### src/rtl/kbc_pkg.sv
package kbc_pkg;
    localparam int STAT_W = 8;
    localparam logic [STAT_W-1:0] FW_STAT_MASK = 8'hF4;
    localparam int OBF_BIT = 0;
    localparam int IBF_BIT = 1;
    localparam int CMD_BIT = 3;

    typedef struct packed {
        logic fw_mode;
        logic fw_kbd;
        logic fw_mouse;
        logic obe_en;
        logic ibf_en;
        logic src_mouse;
    } kbc_ctl_t;

    function automatic kbc_ctl_t ctl_unpack(input logic [7:0] v);
        kbc_ctl_t c;
        c.fw_mode   = v[0];
        c.fw_kbd    = v[1];
        c.fw_mouse  = v[2];
        c.obe_en    = v[3];
        c.ibf_en    = v[4];
        c.src_mouse = v[5];
        return c;
    endfunction
endpackage

### src/rtl/kbc_flag.sv
module kbc_flag (
    input  logic clk,
    input  logic rst_n,
    input  logic set_i,
    input  logic clr_i,
    output logic flag_o
);
    logic flag_d, flag_q;

    always_comb begin
        flag_d = flag_q;
        if (clr_i) flag_d = 1'b0;
        if (set_i) flag_d = 1'b1;   // set beats clear in the same cycle
    end

    always_ff @(posedge clk) begin
        if (!rst_n) flag_q <= 1'b0;
        else        flag_q <= flag_d;
    end

    assign flag_o = flag_q;
endmodule

### src/rtl/kbc_irq.sv
module kbc_irq
    import kbc_pkg::*;
(
    input  kbc_ctl_t ctl_i,
    input  logic     obf_i,
    input  logic     ibf_i,
    output logic     host_kbd_o,
    output logic     host_mouse_o,
    output logic     core_obe_o,
    output logic     core_ibf_o
);
    always_comb begin
        if (ctl_i.fw_mode) begin
            host_kbd_o   = ctl_i.fw_kbd;
            host_mouse_o = ctl_i.fw_mouse;
        end else begin
            host_kbd_o   = obf_i & ~ctl_i.src_mouse;
            host_mouse_o = obf_i &  ctl_i.src_mouse;
        end
        core_obe_o = ctl_i.obe_en & ~obf_i;
        core_ibf_o = ctl_i.ibf_en &  ibf_i;
    end
endmodule

### src/rtl/kbc_mailbox.sv
module kbc_mailbox
    import kbc_pkg::*;
#(
    parameter int DATA_W = 8
) (
    input  logic              clk,
    input  logic              rst_n,
    input  logic              host_sel_data,
    input  logic              host_sel_cmd,
    input  logic              host_wr,
    input  logic              host_rd,
    input  logic [DATA_W-1:0] host_wdata,
    output logic [DATA_W-1:0] host_rdata,
    output logic              host_irq_kbd,
    output logic              host_irq_mouse,
    input  logic              core_ob_wr,
    input  logic [DATA_W-1:0] core_ob_wdata,
    input  logic              core_ib_rd,
    output logic [DATA_W-1:0] core_ib_rdata,
    output logic              core_ib_is_cmd,
    input  logic              core_stat_wr,
    input  logic [7:0]        core_stat_wdata,
    input  logic              core_ctl_wr,
    input  logic [7:0]        core_ctl_wdata,
    output logic [7:0]        core_status,
    output logic              core_irq_obe,
    output logic              core_irq_ibf
);
    typedef struct packed {
        logic [DATA_W-1:0] ib;
        logic              last_cmd;
        logic [DATA_W-1:0] ob;
        logic [STAT_W-1:0] fw_stat;
        kbc_ctl_t          ctl;
    } regs_t;

    regs_t r_d, r_q;
    logic  host_wr_hit, host_rd_data;
    logic  obf, ibf;
    logic [STAT_W-1:0] status;

    assign host_wr_hit  = host_wr & (host_sel_data | host_sel_cmd);
    assign host_rd_data = host_rd & host_sel_data & ~host_sel_cmd;

    always_comb begin
        r_d = r_q;
        if (host_wr_hit) begin
            r_d.ib       = host_wdata;
            r_d.last_cmd = host_sel_cmd;
        end
        if (core_ob_wr)   r_d.ob      = core_ob_wdata;
        if (core_stat_wr) r_d.fw_stat = core_stat_wdata & FW_STAT_MASK;
        if (core_ctl_wr)  r_d.ctl     = ctl_unpack(core_ctl_wdata);
    end

    always_ff @(posedge clk) begin
        if (!rst_n) r_q <= '0;
        else        r_q <= r_d;
    end

    kbc_flag u_obf (.clk(clk), .rst_n(rst_n), .set_i(core_ob_wr),  .clr_i(host_rd_data), .flag_o(obf));
    kbc_flag u_ibf (.clk(clk), .rst_n(rst_n), .set_i(host_wr_hit), .clr_i(core_ib_rd),   .flag_o(ibf));

    always_comb begin
        status          = r_q.fw_stat;
        status[OBF_BIT] = obf;
        status[IBF_BIT] = ibf;
        status[CMD_BIT] = r_q.last_cmd;
    end

    logic [DATA_W-1:0] status_wide;
    generate
        if (DATA_W == STAT_W) begin : g_same
            assign status_wide = status;
        end else begin : g_pad
            assign status_wide = {{(DATA_W-STAT_W){1'b0}}, status};
        end
    endgenerate

    assign host_rdata     = host_sel_cmd ? status_wide : r_q.ob;
    assign core_ib_rdata  = r_q.ib;
    assign core_ib_is_cmd = r_q.last_cmd;
    assign core_status    = status;

    kbc_irq u_irq (
        .ctl_i        (r_q.ctl),
        .obf_i        (obf),
        .ibf_i        (ibf),
        .host_kbd_o   (host_irq_kbd),
        .host_mouse_o (host_irq_mouse),
        .core_obe_o   (core_irq_obe),
        .core_ibf_o   (core_irq_ibf)
    );
endmodule

### config.mk
export PLATFORM = sky130hd
export DESIGN_NAME = kbc_mailbox
export DESIGN_NICKNAME = d
export VERILOG_FILES = /design/src/rtl/kbc_pkg.sv /design/src/rtl/kbc_flag.sv /design/src/rtl/kbc_irq.sv /design/src/rtl/kbc_mailbox.sv
export SDC_FILE = /design/constraint.sdc
export NUM_CORES = 1
export LEC_CHECK = 0
export BUFFER_PORTS_ARGS = -buffer_cell sky130_fd_sc_hd__buf_2
export CORE_MARGIN = 5
export CORE_UTILIZATION = 48
export DETAILED_ROUTE_END_ITERATION = 6
export GPL_ROUTABILITY_DRIVEN = 0
export GPL_TIMING_DRIVEN = 0
export PLACE_DENSITY = 0.83
export SYNTH_ARGS = -nofsm -noshare
export SYNTH_HDL_FRONTEND = slang
export SYNTH_SLANG_ARGS = --single-unit
### constraint.sdc
create_clock -name clk -period 2 [get_ports clk]
set_input_delay 0.2 -clock clk [delete_from_list [all_inputs] [get_ports clk]]
set_output_delay 0.2 -clock clk [all_outputs]
set_load 0.02 [all_outputs]
==> results of run 1 <==
## final timing paths
path,start,end,slack [ns],cells past startpoint
max reg2reg,core_ib_is_cmd,core_ib_is_cmd,1.18,2
min,host_rd,u_obf.flag_o,0.07,2
min reg2reg,core_ib_rdata[6],core_ib_rdata[6],0.46,2
max,u_obf.flag_o,host_irq_mouse,0.66,3
## flip-flops by register name, indices dropped and copies added (netlist names)
| signal | flops |
|---|---|
| core_ib_is_cmd | 1 |
| u_ibf.flag_o | 1 |
| r_q | 14 |
| u_obf.flag_o | 1 |
| core_ib_rdata | 8 |
| core_status | 5 |
## final cells by class
| cell class | instances | area (um^2) | share of cell area [%] |
|---|---|---|---|
| tap | 31 | 38.8 | 2.15 |
| timing repair buffer | 61 | 305 | 16.9 |
| multi-input combinational | 87 | 646 | 35.8 |
| sequential | 30 | 601 | 33.3 |
| buffer | 24 | 169 | 9.36 |
| clock buffer | 7 | 45.0 | 2.50 |
## cells in the mapped netlist (all sizes together)
cell type / number / area [um^2]
a21bo: 1 / 10.0
a21boi: 2 / 15.0
a31oi: 1 / 6.26
and2: 1 / 6.26
buf: 23 / 165
clkbuf: 1 / 3.75
dfxtp: 30 / 601
mux2: 8 / 90.1
mux2i: 27 / 270
nand2: 20 / 75.1
nand2b: 2 / 12.5
nor2: 1 / 3.75
nor2b: 20 / 125
o21ai: 4 / 31.3
## where the power goes
group          internal [mW]  switching (mW)  total, mW
logic                  0.133           0.131      0.263
registers              0.634          0.0233      0.657
clock network          0.132           0.184      0.317
total                  0.899           0.338       1.24
## cell families (layout without fill, tap and decap cells)
logic type / after synthesis / count (layout) / share of synthesized area [%]
DFF: 30 / 30 / 42.4
AOI/OAI and AO/OA: 8 / 8 / 4.42
muxes: 35 / 35 / 25.5
and+or+nand+nor: 44 / 44 / 15.7
buffers and inverters: 24 / 92 / 11.9
## per-layer routing
metal	vias up	part of all wire, %	GRT usage, %
met5	-	0	0
li1	582	-	-
met4	0	1.4	5.34
met2	42	48	27.0
met3	6	11	6.13
met1	516	40	16.7
==> results_dict.tcl, run 1 <==
set metrics [dict create \
    total_power_mw 1.24 \
    post-route-drc-count 0 \
    ys_types 16 \
    initial_core_util_pct 50.9 \
    ir_worst_vdd_mv 0.544 \
    fillers 235 \
    grt_pass1_wl_mm 5.07 \
    fin_util_pct 64.9 \
    number_of_placed_i_o_pins 71 \
    final_cell_mix "buf_2 (64), dfxtp_1 (30), mux2i_1 (27)" \
    outcome "completed" \
    grt_setup_unrepaired "no" \
    clk_pin_slew_worst_paths_ns 0.08 \
    flop_and_latch_count_out_of_synthesis 30 \
    antenna_found_initial 0 \
    die_height_um 64.3 \
    synth-seq-area-share_pct 42.4 \
    tritoncts.num_buffers 5 \
    port-buffer-count 61 \
    grt_usage_pct 15.4 \
    cp-start-kind "register" \
    syn_avg_cell_area_um2 10.0 \
    syn_inst 141 \
    worstPathRequired_ns 1.80 \
    clkLatencyLatePin_ns 0.31 \
    vias 1146 \
    tightestPinTransition_ns 0.378 \
    routed_via_density 4.78 \
    first_pass_iters 4 \
    post_route_cells_drive_above_1_share_pct 47.4 \
    placedCellCount 233 \
    synth_nets 183 \
    detail_route.wirelength_mm 3.03 \
    syn-cell-area_um2 1420 \
    final_hold_viol_count 0 \
    count_of_endpoints_failing_setup_in_the_final_report 0 \
    cts_setup_buffers 0 \
    hold_class "input pin to register" \
    final_cell_count_no_fill 240 \
    detailedPlace.worstSlack_ns 0.778 \
    die-width_um 64.3 \
    syn2layout_area_growth_pct 27.5 \
    place_hpwl_mm 2.41 \
    leakagePower_nw 0.961 \
    clock_skew_ns 0 \
    min_period_over_period_pct 67.0 \
    row_count 19 \
    ys.warnings.count 0 \
    fp.dieArea_um2 4130 \
    finish.instance_area_um2 1800 \
    core_region_area_um2 2780 \
    placed_cell_area_um2 1760 \
    wp_buf_inv 1 \
    timing.final.crit_period_ns 1.34 \
    drt-wirelength-per-cell_um 12.6 \
    worst_slack_ns 0.660 \
    cts_buffer_depth 2 \
    critPathKind "register to output pin" \
    crit_slowest_cell "dfxtp_1" \
    fin_nets 251 \
    critical_path.max_stage_delay_ns 0.43 \
    antennaDiodeCount 0 \
    fin_worst_hold_slack_ns 0.0679 \
    cts.sinks 30 \
    slew_headroom_pct 74.7 \
    maxClockFrequency_mhz 746 \
    drv_cap 0 \
    crit_path_end_kind "output pin" \
    cp.arrival_ns 1.14 \
    cts-hold-fix-buffers 0 \
    gr-total-overflow 0 \
    powerDensity_nw_per_um2 686 \
    cts-resized-gates 0 \
    first_global_vias 1195 \
    timing.critical_path.max_delay_family "flip-flops" \
    tritoncts_clock_tree "done" \
    htreeDepth 2 \
    crit_fanout 6 \
    antenna_left 0 \
    drv_slew 0 \
    most_common_cell_after_layout_fill_and_taps_aside "buf_2" \
    fin_setup_tns_ns 0 \
    critical_path.cell_chain "nand2_1, o21ai_0, buf_2" \
    grt_start_max_net_pins 11 \
    ctsRootBufferMaster "clkbuf_4" \
    drt_first_iter_violations 10 \
]
No activity file was read; power rests on OpenSTA's default activity.
==> run 2, diff against run 1 <==
--- a/config.mk
+++ b/config.mk
@@ -5,13 +5,14 @@
 export SDC_FILE = /design/constraint.sdc
 export NUM_CORES = 1
 export LEC_CHECK = 0
+export ABC_AREA = 1
 export BUFFER_PORTS_ARGS = -buffer_cell sky130_fd_sc_hd__buf_2
 export CORE_MARGIN = 5
-export CORE_UTILIZATION = 48
+export CORE_UTILIZATION = 40
 export DETAILED_ROUTE_END_ITERATION = 6
 export GPL_ROUTABILITY_DRIVEN = 0
 export GPL_TIMING_DRIVEN = 0
-export PLACE_DENSITY = 0.83
+export PLACE_DENSITY = 0.75
 export SYNTH_ARGS = -nofsm -noshare
 export SYNTH_HDL_FRONTEND = slang
 export SYNTH_SLANG_ARGS = --single-unit
==> constraint.sdc (replaced) <==
create_clock -name clk -period 1.1 [get_ports clk]
set_input_delay 0.11 -clock clk [delete_from_list [all_inputs] [get_ports clk]]
set_output_delay 0.11 -clock clk [all_outputs]
set_load 0.02 [all_outputs]
==> run 2 against run 1 <==
  * The run now ends with negative setup slack left
  * Largest cell class is now flip-flops and latches
  * Total power rose by 100%
  * Non-clock buffer count increased by 3
  * Core utilization decreased by 6.6 points
  * Design area increased by 6.9%
  * Flip-flop and latch count unchanged
  * Sequential power increased by 86%
  * Via count grew 18%
  * Worst hold slack worse by 0.058 ns
  * Critical path type unchanged
  * Synthesized cell count increased by 35%
  * Clock skew did not move
  * Die area grew 13%
  * Global-route usage fell by 0.97 points
  * Largest power group unchanged
==> results_dict.tcl, run 2 <==
set metrics [dict create \
    final_cell_count_no_fill 310 \
    crit_fanout 3 \
    antenna_left 0 \
    syn_inst 191 \
    slew_headroom_pct 85.5 \
    synth.most_common_cell "nor2_1" \
    post_route_cells_drive_above_1_share_pct 48.5 \
    hold_class "input pin to register" \
    timing.final.crit_period_ns 1.11 \
    worst_slack_ns -0.00698 \
    total_power_mw 2.49 \
    cts_setup_buffers 0 \
    drv_cap 0 \
    antenna_found_initial 0 \
    synth_nets 233 \
    worstPathRequired_ns 0.99 \
    cp-start-kind "register" \
    clkLatencyLatePin_ns 0.32 \
    max_flop_register "r_q" \
    grt_pass1_wl_mm 5.07 \
    fin_setup_tns_ns -0.00698 \
    first_global_vias 1294 \
    maxClockFrequency_mhz 903 \
    regToRegSetupSlack_ns 0.40 \
    failed_checks "negative setup slack" \
    cp.arrival_ns 1.00 \
    final_cell_mix "buf_2 (55), nor2_1 (35), nand2_1 (32), buf_4 (21), o21ai_0 (19)" \
    gr-total-overflow 0 \
    drv_slew 0 \
    fillers 358 \
    ys_top_cells_by_count "nor2_1 (35), nand2_1 (33), dfxtp_1 (30), o21ai_0 (27), inv_1 (24)" \
    placed_cell_area_um2 1740 \
    min_period_over_period_pct 101 \
    most_common_cell_after_layout_fill_and_taps_aside "buf_2" \
    fin_worst_hold_slack_ns 0.00983 \
    clk_pin_slew_worst_paths_ns 0.09 \
    drt_first_iter_violations 43 \
    grt_start_max_net_pins 11 \
    clock_skew_ns 0 \
    tightestPinTransition_ns 0.217 \
    core_region_area_um2 3310 \
    ir_worst_vdd_mv 1.01 \
    synth_async_sr_flop_share_pct 0 \
    finish.instance_area_um2 1930 \
    cts_buffer_depth 2 \
    leakagePower_nw 1.04 \
    flop_and_latch_count_out_of_synthesis 30 \
    drt-wirelength-per-cell_um 10.5 \
    post-route-drc-count 0 \
    outcome "complete, but fails checks" \
    number_of_placed_i_o_pins 71 \
    antennaDiodeCount 0 \
    detail_route.wirelength_mm 3.25 \
    cts.sinks 30 \
    ys_types 14 \
    htreeDepth 2 \
    vias 1355 \
    largest_reg_flops 14 \
    die-width_um 68.4 \
    die_height_um 68.4 \
    syn-cell-area_um2 1360 \
    placedCellCount 300 \
    critPathKind "register to output pin" \
    fp.dieArea_um2 4680 \
    synth_largest_type_area_fraction_pct 44.0 \
    place_hpwl_mm 2.46 \
    tritoncts.num_buffers 5 \
    grt_setup_unrepaired "yes" \
    ctsRootBufferMaster "clkbuf_4" \
    synth_top_flop_cell "dfxtp_1" \
    ys.warnings.count 0 \
    row_count 21 \
    grt_usage_pct 14.4 \
    powerDensity_nw_per_um2 1290 \
    syn_avg_cell_area_um2 7.14 \
    synth-edff-count 0 \
    routed_via_density 4.37 \
    yosys-top-cells-area "dfxtp_1 (44%), o21ai_0 (9.9%), nor2_1 (9.6%)" \
    synth-seq-area-share_pct 44.0 \
    syn2layout_area_growth_pct 41.5 \
    final_hold_viol_count 0 \
    port-buffer-count 63 \
    initial_core_util_pct 41.2 \
    count_of_endpoints_failing_setup_in_the_final_report 1 \
    fin_nets 305 \
    tritoncts_clock_tree "done" \
    synth.largest_area_cell "dfxtp_1" \
    first_pass_iters 4 \
    crit_path_end_kind "output pin" \
]
## run 2: area by class of cell
cell class	count	area, um^2	share of cell area, %
sequential	30	624	32.4
clock buffer	7	55.1	2.85
inverter	24	90.1	4.67
multi-input combinational	114	532	27.6
clock inverter	1	5.00	0.259
timing repair buffer	65	395	20.5
tap	46	57.6	2.98
buffer	23	170	8.82
## run 2: path summary, 6_finish.rpt
path,startpoint,end,depth (start not counted)
worst max-delay path,r_q[0],host_irq_kbd,3
worst max register to register,u_obf.flag_o,u_obf.flag_o,2
worst min register to register,r_q[21],r_q[21],2
worst min-delay path,core_stat_wdata[6],core_status[6],3
## run 2: cells by family after synthesis
kind of cell	count (synthesis)	share of synthesized area, %
DFF	30	44.0
AOI/OAI and AO/OA	41	15.1
and+or+nand+nor	73	21.7
buffers and inverters	47	19.1
## run 2: report_power, final
part           internal (mW)  switching, mW  leakage (nW)  total (mW)
Combinational          0.279          0.317         0.748       0.596
Clock                  0.309          0.360        0.0353       0.669
Sequential              1.17         0.0478         0.255        1.22
Total                   1.76          0.725          1.04        2.49
## run 2: critical path: stages, from the launching register on
cell      delay [ns]
dfxtp_2         0.33
nand3b_1        0.14
nand2_1         0.08
buf_6           0.12
## run 2: timing repair
| action | in CTS | in global routing |
|---|---|---|
| gates resized for setup | 30 | 31 |
| hold endpoints to repair | 2 | 0 |
| hold buffers | 2 | 0 |
| pin swaps | 0 | 3 |
| setup endpoints to repair | 13 | 13 |
| gates cloned | 0 | 0 |
## run 2: per-stage QoR
step	setup slack, ns	util (%)
final	-0.00698	58.3
after global routing	-0.0908	58.3
after CTS	-0.0416	56.2
after detailed placement	0.181	52.5
after global placement	0.176	52.5
after floorplan	0.107	-
## run 2: layer usage
| metal | vias to the layer above | GRT usage, % | share of wire [%] |
|---|---|---|---|
| met4 | 0 | 5.96 | 0.86 |
| met1 | 580 | 15.8 | 43 |
| li1 | 729 | - | - |
| met3 | 4 | 4.76 | 7.7 |
| met2 | 42 | 25.3 | 49 |
| met5 | - | 0 | 0 |
==> run 3, diff against run 2 <==
==> constraint.sdc (replaced) <==
create_clock -name clk -period 0.9 [get_ports clk]
set_input_delay 0.09 -clock clk [delete_from_list [all_inputs] [get_ports clk]]
set_output_delay 0.09 -clock clk [all_outputs]
set_load 0.02 [all_outputs]
==> run 3 against run 2 <==
  * The run still ends with negative setup slack left
  * Count of clock-buffer cells in the layout unchanged
  * Global-route usage increased by 1.3 points
  * Flip-flop and latch count unchanged
  * Largest cell class is now non-clock buffers
==> results_dict.tcl, run 3 (synthesis results as in run 2) <==
set metrics [dict create \
    crit_fanout 3 \
    post_route_cells_drive_above_1_share_pct 46.0 \
    grt_usage_pct 15.8 \
    min_period_over_period_pct 121 \
    power.internal_mw 2.23 \
    cp-start-kind "register" \
    die-width_um 68.4 \
    cts_buffer_depth 2 \
    powerDensity_nw_per_um2 1500 \
    largest_reg_flops 14 \
    fillers 326 \
    fp.dieArea_um2 4680 \
    row_count 21 \
    tritoncts.num_buffers 5 \
    critPathKind "register to output pin" \
    drv_cap 0 \
    clock_skew_ns 0 \
    count_of_endpoints_failing_setup_in_the_final_report 21 \
    whs_path_depth 3 \
    seq_area_um2 633 \
    grt_setup_unrepaired "yes" \
    total_power_mw 3.13 \
    crit_path_end_kind "output pin" \
    syn2layout_area_growth_pct 52.9 \
    ir_worst_vdd_mv 1.12 \
    most_common_cell_after_layout_fill_and_taps_aside "buf_2" \
    core_region_area_um2 3310 \
    critical_path.cell_chain "nand3b_1, nand2_1, buf_6" \
    cts.sinks 30 \
    routed_via_density 4.41 \
    detailedPlace.worstSlack_ns 0.0144 \
    gr-total-overflow 0 \
    fin_nets 306 \
    grt_start_max_net_pins 11 \
    worstPathRequired_ns 0.81 \
    power.share.combinational_pct 25.8 \
    grt_pass1_wl_mm 5.52 \
    number_of_placed_i_o_pins 71 \
    failed_checks "negative setup slack" \
    fin_setup_tns_ns -2.55 \
    maxClockFrequency_mhz 920 \
    share_clk_of_total_power_pct 26.1 \
    tritoncts_clock_tree "done" \
    antennaDiodeCount 0 \
    crit_slowest_cell "dfxtp_2" \
    tightestPinTransition_ns 0.206 \
    vias 1370 \
    clkLatencyLatePin_ns 0.32 \
    hold_class "input pin to register" \
    antenna_left 0 \
    netSwitchingFraction_pct 28.8 \
    port-buffer-count 63 \
    first_global_vias 1397 \
    drt_first_iter_violations 56 \
    initial_core_util_pct 41.2 \
    post-route-drc-count 0 \
    power.sequential.fraction_pct 48.2 \
    drt-wirelength-per-cell_um 11.4 \
    final_hold_viol_count 0 \
    first_pass_iters 4 \
    outcome "complete, but fails checks" \
    leakagePower_nw 1.06 \
    detail_route.wirelength_mm 3.55 \
    die_height_um 68.4 \
    drv_slew 0 \
    max_flop_register "r_q" \
    cp.arrival_ns 1.00 \
    reg2regPathDepth 5 \
    place_hpwl_mm 2.46 \
    timing.final.crit_period_ns 1.09 \
    multi_input_area_um2 520 \
    worst_slack_ns -0.187 \
    slew_headroom_pct 86.1 \
    critical_path.max_stage_delay_ns 0.33 \
    clk_pin_slew_worst_paths_ns 0.09 \
    final_cell_mix "buf_2 (38), buf_6 (35), nor2_1 (35), nand2_1 (32)" \
    p_sw_mw 0.902 \
    ctsRootBufferMaster "clkbuf_4" \
    htreeDepth 2 \
    antenna_found_initial 0 \
]
==> run 3: changes by cell type in the layout (fill, tap and decap cells not counted), sizes merged <==
cell         before  now
buf              86   81
dlygate4sd3       2    8
==> run 3: repair_timing <==
item / CTS / global route
hold buffers: 8 / 0
gates cloned: 0 / 0
resized for setup: 91 / 14
setup buffers: 4 / 1
pin swaps: 2 / 3
hold endpoints to repair: 8 / 0
endpoints found under the setup margin: 29 / 28
==> run 3: final cells by class <==
cell class                 instances  share of cell area (%)
clock inverter                     1                   0.240
sequential                        30                    30.4
inverter                          24                    4.32
clock buffer                       7                    2.64
multi-input combinational        114                    25.0
tap                               46                    2.76
buffer                            15                    6.54
timing repair buffer              74                    28.2
==> run 3: power by group through the flow <==
stage | registers, mW | clock network, mW | logic, mW
after floorplan | 1.50 | 0 | 0.434
after global placement | 1.51 | 0 | 0.646
after detailed placement | 1.51 | 0 | 0.653
after CTS | 1.51 | 0.850 | 0.794
after global routing | 1.52 | 0.908 | 0.885
final | 1.51 | 0.815 | 0.806
==> run 3: metrics by stage <==
step / cells / utilization [%] / cell area, um^2 / hold slack (ns)
after floorplan: 191 / - / 1360 / 0.225
after global placement: 300 / 52.5 / 1740 / 0.313
after detailed placement: 300 / 52.5 / 1740 / 0.317
after CTS: 312 / 62.4 / 2070 / 0.00127
after global routing: 311 / 63.0 / 2090 / 0.0187
final: 311 / 63.0 / 2090 / 0.00606
==> run 3: path summary, 6_finish.rpt <==
check / start / end / slack (ns)
hold reg to reg: r_q[18] / r_q[18] / 0.45
setup / recovery: r_q[0] / host_irq_kbd / -0.19
hold / removal: core_stat_wdata[7] / core_status[7] / 0.006
setup reg to reg: r_q[17] / r_q[17] / 0.06
==> run 3: metal layers <==
layer / up-vias / part of all wire [%] / global-route usage [%]
met1: 587 / 42 / 16.6
met3: 9 / 6.6 / 4.76
li1: 724 / - / -
met4: 0 / 1.8 / 5.96
met2: 50 / 50 / 29.0
met5: - / 0 / 0
==> run 3: worst max-delay path, delay by kind of cell (launching register included) <==
kind	cells	cell delay, ns
DFF	1	0.33
and+or+nand+nor	2	0.22
buffers and inverters	1	0.12
